**config.mk**
```make
export PLATFORM = sky130hd
export DESIGN_NAME = extbus_ctrl
export DESIGN_NICKNAME = d
export VERILOG_FILES = /design/src/rtl/extbus_pkg.sv /design/src/rtl/extbus_cfg_regs.sv /design/src/rtl/extbus_seq.sv /design/src/rtl/extbus_ctrl.sv
export SDC_FILE = /design/constraint.sdc
export NUM_CORES = 1
export LEC_CHECK = 0
export BUFFER_PORTS_ARGS = -buffer_cell sky130_fd_sc_hd__buf_2
export CAP_MARGIN = 20
export CORE_MARGIN = 2
export CORE_UTILIZATION = 50
export CTS_CLUSTER_DIAMETER = 80
export DETAILED_ROUTE_END_ITERATION = 10
export PLACE_DENSITY_LB_ADDON = 0.2
export SETUP_SLACK_MARGIN = 0.4
export SLEW_MARGIN = 20
export SYNTH_ARGS = -nofsm -noshare
export SYNTH_HDL_FRONTEND = slang
export SYNTH_HIERARCHICAL = 1
export SYNTH_SLANG_ARGS = --single-unit
```
**constraint.sdc**
```tcl
create_clock -name clk -period 7 [get_ports clk]
set_input_delay 0.7 -clock clk [delete_from_list [all_inputs] [get_ports clk]]
set_output_delay 0.7 -clock clk [all_outputs]
set_load 0.005 [all_outputs]
```
**src/rtl/extbus_pkg.sv**
```systemverilog
package extbus_pkg;

  localparam logic [7:0] CFG_RESET = 8'hF0;

  // beat length in cycles for a wait code
  function automatic logic [4:0] wait_cycles(input logic [3:0] code);
    logic [4:0] n;
    n = {1'b0, code} + 5'd2;
    return (n > 5'd16) ? 5'd16 : n;
  endfunction

  // bytes carried per beat for a lane width code
  function automatic logic [2:0] lane_bytes(input logic [1:0] wcode);
    case (wcode)
      2'd0:    return 3'd1;
      2'd1:    return 3'd2;
      default: return 3'd4;
    endcase
  endfunction

  // bytes in an internal access for a size code
  function automatic logic [2:0] size_bytes(input logic [1:0] sz);
    case (sz)
      2'd0:    return 3'd1;
      2'd1:    return 3'd2;
      default: return 3'd4;
    endcase
  endfunction

  function automatic logic [2:0] beat_count(input logic [1:0] sz, input logic [1:0] wcode);
    logic [2:0] sb, lb;
    sb = size_bytes(sz);
    lb = lane_bytes(wcode);
    return (sb <= lb) ? 3'd1 : sb / lb;
  endfunction

  function automatic logic [31:0] byte_mask(input logic [2:0] nbytes);
    case (nbytes)
      3'd1:    return 32'h0000_00FF;
      3'd2:    return 32'h0000_FFFF;
      default: return 32'hFFFF_FFFF;
    endcase
  endfunction

endpackage

```
**src/rtl/extbus_cfg_regs.sv**
```systemverilog
module extbus_cfg_regs
  import extbus_pkg::*;
#(
  parameter int CS_N    = 4,
  parameter int RADDR_W = 6,
  parameter logic [31:0] MAGIC = 32'h0000_A05F
) (
  input  logic                     clk,
  input  logic                     rst_n,
  input  logic                     reg_we,
  input  logic [RADDR_W-1:0]       reg_addr,
  input  logic [31:0]              reg_wdata,
  output logic [31:0]              reg_rdata,
  input  logic                     blocked_evt,
  output logic [CS_N-1:0][7:0]     cfg_q
);

  localparam logic [RADDR_W-1:0] GUARD_OFF  = RADDR_W'(32);
  localparam logic [RADDR_W-1:0] STATUS_OFF = RADDR_W'(36);

  logic locked;
  logic err_q;
  logic guard_wr, status_wr;

  assign guard_wr  = reg_we && (reg_addr == GUARD_OFF);
  assign status_wr = reg_we && (reg_addr == STATUS_OFF);

  always_ff @(posedge clk or negedge rst_n) begin
    if (!rst_n)        locked <= 1'b1;
    else if (guard_wr) locked <= (reg_wdata != MAGIC);
  end

  // error set wins over a clear in the same cycle
  always_ff @(posedge clk or negedge rst_n) begin
    if (!rst_n)           err_q <= 1'b0;
    else if (blocked_evt) err_q <= 1'b1;
    else if (status_wr)   err_q <= 1'b0;
  end

  for (genvar g = 0; g < CS_N; g++) begin : g_region
    localparam logic [RADDR_W-1:0] OFF = RADDR_W'(4 * g);
    always_ff @(posedge clk or negedge rst_n) begin
      if (!rst_n)                                 cfg_q[g] <= CFG_RESET;
      else if (reg_we && !locked && reg_addr == OFF) cfg_q[g] <= reg_wdata[7:0];
    end
  end

  always_comb begin
    reg_rdata = '0;
    if (reg_addr == GUARD_OFF)       reg_rdata = {31'b0, locked};
    else if (reg_addr == STATUS_OFF) reg_rdata = {31'b0, err_q};
    else begin
      for (int i = 0; i < CS_N; i++)
        if (reg_addr == RADDR_W'(4 * i)) reg_rdata = {24'b0, cfg_q[i]};
    end
  end

  AST_LOCK_FREEZES_CFG: assert property (@(posedge clk) disable iff (!rst_n)
    locked |=> $stable(cfg_q));

  AST_UNLOCK_NEEDS_MAGIC: assert property (@(posedge clk) disable iff (!rst_n)
    $fell(locked) |-> $past(reg_we && reg_addr == GUARD_OFF && reg_wdata == MAGIC));

  AST_ERR_STICKY: assert property (@(posedge clk) disable iff (!rst_n)
    (err_q && !status_wr) |=> err_q);

endmodule

```
**src/rtl/extbus_seq.sv**
```systemverilog
module extbus_seq
  import extbus_pkg::*;
#(
  parameter int CS_N = 4,
  parameter int LA_W = 26,
  localparam int CSEL_W = $clog2(CS_N)
) (
  input  logic              clk,
  input  logic              rst_n,
  input  logic              req_valid,
  output logic              req_ready,
  input  logic [LA_W-1:0]   req_laddr,
  input  logic [CSEL_W-1:0] req_cs,
  input  logic [7:0]        req_cfg,
  input  logic [31:0]       req_wdata,
  input  logic [1:0]        req_size,
  input  logic              req_write,
  output logic              rsp_done,
  output logic [31:0]       rsp_rdata,
  output logic              rsp_err,
  output logic              blocked_evt,
  output logic [CS_N-1:0]   ext_cs_n,
  output logic [LA_W-1:0]   ext_addr,
  output logic [31:0]       ext_wdata,
  input  logic [31:0]       ext_rdata,
  output logic              ext_we_n,
  output logic              ext_oe_n,
  output logic              ext_sync
);

  logic              busy;
  logic [1:0]        beat_idx, beats_m1;
  logic [4:0]        cyc, lat_wait;
  logic [2:0]        lat_lane;
  logic [31:0]       lat_mask, lat_size_mask;
  logic              lat_write, lat_block, lat_sync;
  logic [CSEL_W-1:0] lat_cs;
  logic [LA_W-1:0]   base;
  logic [31:0]       wbuf, rbuf;

  logic       accept, beat_end, last_beat;
  logic [4:0] beat_off;
  logic [7:0] shift_bits;
  logic [31:0] rbuf_next;
  logic [2:0] req_lanes;

  assign req_ready   = !busy;
  assign accept      = req_valid && !busy;
  assign blocked_evt = accept && req_write && !req_cfg[2];
  assign beat_end    = busy && (cyc == lat_wait - 5'd1);
  assign last_beat   = beat_end && (beat_idx == beats_m1);
  assign beat_off    = {3'b0, beat_idx} * {2'b0, lat_lane};
  assign shift_bits  = {beat_off, 3'b000};
  assign rbuf_next   = rbuf | ((ext_rdata & lat_mask) << shift_bits);
  assign req_lanes   = (size_bytes(req_size) < lane_bytes(req_cfg[1:0])) ?
                       size_bytes(req_size) : lane_bytes(req_cfg[1:0]);

  always_ff @(posedge clk or negedge rst_n) begin
    if (!rst_n) begin
      busy <= 1'b0; beat_idx <= '0; beats_m1 <= '0; cyc <= '0; lat_wait <= 5'd16;
      lat_lane <= 3'd1; lat_mask <= '0; lat_size_mask <= '0; lat_write <= 1'b0;
      lat_block <= 1'b0; lat_sync <= 1'b0; lat_cs <= '0; base <= '0;
      wbuf <= '0; rbuf <= '0; rsp_done <= 1'b0; rsp_err <= 1'b0; rsp_rdata <= '0;
    end else begin
      rsp_done <= 1'b0;
      rsp_err  <= 1'b0;
      if (accept) begin
        busy          <= 1'b1;
        beat_idx      <= '0;
        cyc           <= '0;
        beats_m1      <= 2'(beat_count(req_size, req_cfg[1:0]) - 3'd1);
        lat_wait      <= wait_cycles(req_cfg[7:4]);
        lat_lane      <= lane_bytes(req_cfg[1:0]);
        lat_mask      <= byte_mask(req_lanes);
        lat_size_mask <= byte_mask(size_bytes(req_size));
        lat_write     <= req_write;
        lat_block     <= req_write && !req_cfg[2];
        lat_sync      <= req_cfg[3];
        lat_cs        <= req_cs;
        base          <= req_laddr;
        wbuf          <= req_wdata;
        rbuf          <= '0;
      end else if (busy) begin
        if (beat_end) begin
          cyc <= '0;
          if (!lat_write) rbuf <= rbuf_next;
          if (last_beat) begin
            busy      <= 1'b0;
            rsp_done  <= 1'b1;
            rsp_err   <= lat_block;
            rsp_rdata <= lat_write ? 32'b0 : (rbuf_next & lat_size_mask);
          end else begin
            beat_idx <= beat_idx + 2'd1;
          end
        end else begin
          cyc <= cyc + 5'd1;
        end
      end
    end
  end

  assign ext_cs_n  = busy ? ~(CS_N'(1) << lat_cs) : '1;
  assign ext_addr  = busy ? base + LA_W'(beat_off) : '0;
  assign ext_wdata = (busy && lat_write) ? ((wbuf >> shift_bits) & lat_mask) : '0;
  assign ext_we_n  = !(busy && lat_write && !lat_block);
  assign ext_oe_n  = !(busy && !lat_write);
  assign ext_sync  = busy && lat_sync;

  AST_BEAT_IN_WINDOW: assert property (@(posedge clk) disable iff (!rst_n)
    busy |-> (cyc < lat_wait));

  AST_DONE_ONE_CYCLE: assert property (@(posedge clk) disable iff (!rst_n)
    rsp_done |=> !rsp_done);

  AST_BLOCKED_NO_STROBE: assert property (@(posedge clk) disable iff (!rst_n)
    (rsp_done && rsp_err) |-> $past(ext_we_n));

  AST_STROBES_EXCLUSIVE: assert property (@(posedge clk) disable iff (!rst_n)
    !(!ext_we_n && !ext_oe_n));

endmodule

```
**src/rtl/extbus_ctrl.sv**
```systemverilog
module extbus_ctrl
  import extbus_pkg::*;
#(
  parameter int ADDR_W  = 28,
  parameter int CS_N    = 4,
  parameter int RADDR_W = 6,
  localparam int CSEL_W = $clog2(CS_N),
  localparam int LA_W   = ADDR_W - CSEL_W
) (
  input  logic               clk,
  input  logic               rst_n,
  input  logic               reg_we,
  input  logic [RADDR_W-1:0] reg_addr,
  input  logic [31:0]        reg_wdata,
  output logic [31:0]        reg_rdata,
  input  logic               req_valid,
  output logic               req_ready,
  input  logic [ADDR_W-1:0]  req_addr,
  input  logic [31:0]        req_wdata,
  input  logic [1:0]         req_size,
  input  logic               req_write,
  output logic               rsp_done,
  output logic [31:0]        rsp_rdata,
  output logic               rsp_err,
  output logic [CS_N-1:0]    ext_cs_n,
  output logic [LA_W-1:0]    ext_addr,
  output logic [31:0]        ext_wdata,
  input  logic [31:0]        ext_rdata,
  output logic               ext_we_n,
  output logic               ext_oe_n,
  output logic               ext_sync
);

  logic [CS_N-1:0][7:0] cfg_q;
  logic [CSEL_W-1:0]    req_cs;
  logic                 blocked_evt;

  assign req_cs = req_addr[ADDR_W-1 -: CSEL_W];

  extbus_cfg_regs #(.CS_N(CS_N), .RADDR_W(RADDR_W)) u_cfg (
    .clk, .rst_n, .reg_we, .reg_addr, .reg_wdata, .reg_rdata,
    .blocked_evt, .cfg_q
  );

  extbus_seq #(.CS_N(CS_N), .LA_W(LA_W)) u_seq (
    .clk, .rst_n, .req_valid, .req_ready,
    .req_laddr(req_addr[LA_W-1:0]), .req_cs, .req_cfg(cfg_q[req_cs]),
    .req_wdata, .req_size, .req_write,
    .rsp_done, .rsp_rdata, .rsp_err, .blocked_evt,
    .ext_cs_n, .ext_addr, .ext_wdata, .ext_rdata,
    .ext_we_n, .ext_oe_n, .ext_sync
  );

  AST_CS_ONEHOT: assert property (@(posedge clk) disable iff (!rst_n)
    $onehot0(~ext_cs_n));

  AST_STROBE_NEEDS_CS: assert property (@(posedge clk) disable iff (!rst_n)
    (!ext_we_n || !ext_oe_n) |-> ($countones(~ext_cs_n) == 1));

endmodule

```
==> flow_metrics.env <==
export IMPL_worstPathArrival_ns=4.84
export IMPL_postCtsHoldBufs=0
export IMPL_cts_resized=0
export IMPL_root_buffer="clkbuf_16"
export IMPL_drtIter0Drc=726
export IMPL_yosys_top_cells_area="dfrtp_1 40%, nand2_1 11%, dfstp_2 4.8%"
export IMPL_ys_warnings_count=6
export IMPL_clock_latency_ns=0.43
export IMPL_syn2layout_area_growth_pct=18.0
export IMPL_crit_top_cell="o211ai_1"
export IMPL_worstMarginPinSlew_ns=1.03
export IMPL_drc=0
export IMPL_synthCells=1167
export IMPL_hold_ws_ns=0.241
export IMPL_r2r_start="u_seq/beat_idx[0]"
export IMPL_finalHoldViolations=0
export IMPL_cap_violations=0
export IMPL_ios=269
export IMPL_crit_type="register to primary output"
export IMPL_crit_chain="nand2_2 -> inv_2 -> ha_1 -> inv_1 -> fa_1 -> nor2b_1 -> o21ai_0 -> a21boi_1 -> o211ai_1 -> o211ai_1 -> o31ai_1 -> buf_2"
export IMPL_period_needed_ns=5.54
export IMPL_first_pass_iters=5
export IMPL_grt_pass1_wl_um=45200
export IMPL_r2r_end="u_seq/rsp_rdata[18]"
export IMPL_start_kind="register"
export IMPL_rrSetupSlack_ns=3.60
export IMPL_seq_area_frac_synth_pct=44.7
export IMPL_hpwl_um=20000
export IMPL_synthTopCellsByCount="295 x nand2_1, 167 x dfrtp_1, 109 x nor2_1"
export IMPL_totalWireLength_um=28100
export IMPL_cts_tree="built"
export IMPL_slew_headroom_pct=31.2
export IMPL_setup_tns_ns=0
export IMPL_setup_viol=0
export IMPL_grt_max_degree=78
export IMPL_drive_gt1_share_pct=27.5
export IMPL_syn_avg_cell_area_um2=8.96
export IMPL_reg2reg_depth=7
export IMPL_design_core_area_um2=20400
export IMPL_power_leakage_nw=6.13
export IMPL_preCtsSetupSlack_ns=1.98
export IMPL_clock_path_buffers=2
export IMPL_rsz0062_at_grt="no"
export IMPL_clock_sinks=186
export IMPL_grt_pass1_vias=8636
export IMPL_h_tree_depth=4
export IMPL_critPathSlowestCell="inv_2"
export IMPL_slew_viol_final=0
export IMPL_nets=1529
export IMPL_drt_vias_per_instance=5.53
export IMPL_yosysUniqueCellTypes=69
export IMPL_die_y_um=149
export IMPL_cp_required_ns=6.30
export IMPL_max_stage_delay_ns=0.73
export IMPL_maxClockFrequency_ghz=0.180
export IMPL_die_w_um=149
export IMPL_synth_top_area_share_pct=40.0
export IMPL_yosysTopAreaCell="dfrtp_1"
export IMPL_grt_overflow=0
export IMPL_rows=52
export IMPL_fin_area_um2=12300
export IMPL_place_congestion=0.940
export IMPL_antenna_found_initial=2
export IMPL_antenna_left=0
export IMPL_power_total_w=0.00483
export IMPL_syn_area_um2=10500
export IMPL_yosys_cell_count_top_type="nand2_1"
export IMPL_post_cts_setup_buffers=0
export IMPL_async_flop_share_pct=100
export IMPL_cts_reportedPaths_clkPinSlew_ns=0.07
export IMPL_post_dp_cell_area_um2=11700
export IMPL_cts_buffers_inserted=17
export IMPL_portBuffers=244
export IMPL_wl_per_cell_um=17.0
export IMPL_synth_edf_count=0
export IMPL_fin_crit_sh_pct=79.2
export IMPL_fp_dieArea_um2=22100
export IMPL_synth_ff_type="dfrtp_1"
export IMPL_start_util_pct=51.4
export IMPL_ys_ff_latch=186
export IMPL_fin_skew_ns=0.0110
export IMPL_num_vias=9150
export IMPL_worstHoldPathType="input port to asynchronous set/reset pin"
export IMPL_outcome="finished, final reports clean"
export IMPL_fin_ws_ns=1.46
export IMPL_grt_usage_pct=25.8
export IMPL_vdd_drop_max_v=0.000260
export IMPL_cellPowerDensity_nw_per_um2=391
export IMPL_path_max_fanout=51
export IMPL_worst_setup_path_end_kind="primary output"
[final cells by class]
type,instances,area (um2)
clock inverters,12,126
clock buffers,20,457
diodes,1,2.50
repair buffers,253,1300
well taps,270,338
fillers,1815,8030
inverters,20,75.1
flip-flops and latches,186,4680
multi-input cells,892,5360
[stage by stage]
| stage | instances | utilization [%] |
|---|---|---|
| 2_1_floorplan | 1190 | - |
| 3_3_place_gp | 1621 | 57.7 |
| 3_5_place_dp | 1621 | 57.7 |
| 4_1_cts | 1653 | 60.5 |
| 5_1_grt | 1654 | 60.6 |
| 6_report | 1654 | 60.6 |
[worst max-delay path, delay by kind of cell (launching register included)]
family          cells  cell delay, ns
fa+ha+maj           2            0.67
buf+inv             3            0.93
compound gates      5            1.48
flops               1            0.53
simple gates        2            0.80
[power breakdown]
part / switching [W] / internal (W)
registers: 0.000357 / 0.00149
clock network: 0.000438 / 0.000521
logic: 0.00117 / 0.000845
[routing by layer]
layer | routed length [um] | up-vias | part of all wire (%) | GRT usage, %
met5 | 7 | - | 0.025 | 0
met4 | 299 | 2 | 1.1 | 5.14
met3 | 2050 | 28 | 7.3 | 4.75
met2 | 13200 | 354 | 47 | 41.7
met1 | 12500 | 4381 | 45 | 36.8
li1 | - | 4385 | - | -
[worst max-delay path by stage]
| stage | from | to | slack (ns) | depth (start not counted) |
|---|---|---|---|---|
| 6_report | u_seq/beat_idx[0] | ext_addr[22] | 1.46 | 12 |
| 5_1_grt | u_seq/beat_idx[0] | ext_addr[22] | 1.13 | 12 |
| 4_1_cts | u_seq/beat_idx[0] | ext_addr[22] | 1.50 | 12 |
| 3_5_place_dp | u_seq/beat_idx[0] | ext_addr[22] | 1.98 | 12 |
| 3_3_place_gp | u_seq/beat_idx[0] | ext_addr[22] | 2.10 | 12 |
| 2_1_floorplan | u_seq/beat_idx[0] | ext_addr[22] | 3.07 | 12 |
[flip-flops by register name (all words and copies together), names as in the netlist, 2 cells and up]
signal	count
u_seq/lat_cs	2
u_seq/lat_size_mask	2
u_seq/beat_idx	2
u_seq/lat_wait	5
u_seq/rsp_rdata	32
u_seq/lat_lane	3
u_seq/base	26
u_seq/cyc	5
u_seq/beats_m1	2
u_seq/wbuf	32
u_seq/lat_mask	3
u_seq/rbuf	32
u_cfg/cfg_q	32
[cell families (layout without fill, tap and decap cells)]
kind of cell / after synthesis / after routing / share of synthesized area, %
AND/OR/NAND/NOR: 536 / 536 / 22.9
AO/OA/AOI/OAI: 212 / 212 / 13.2
flip-flops: 186 / 186 / 44.7
buffers and inverters: 112 / 305 / 5.08
multiplexers: 66 / 66 / 8.62
XOR/XNOR: 32 / 32 / 2.68
adder cells (fa/ha/maj): 22 / 22 / 2.78
other: 1 / 25 / 0.0359
[cells in the final DEF, fill, tap and decap left out, drive strengths merged, types with 12 or more instances in the layout]
cell type  netlist  final
nand2          295    295
buf             37    252
dfrtp          167    167
nor2           109    109
o21ai           58     58
a21oi           51     51
mux2            33     33
inv             18     25
conb             1     24
nand3           23     23
clkbuf          55     21
ha              20     20
dfstp           19     19
and2            18     18
a31oi           17     17
mux2i           17     17
o211ai          17     17
mux4            16     16
xnor2           16     16
xor2            16     16
and3            16     16
nor2b           14     14
nor3            12     12
(Power assumes the default switching activity.)
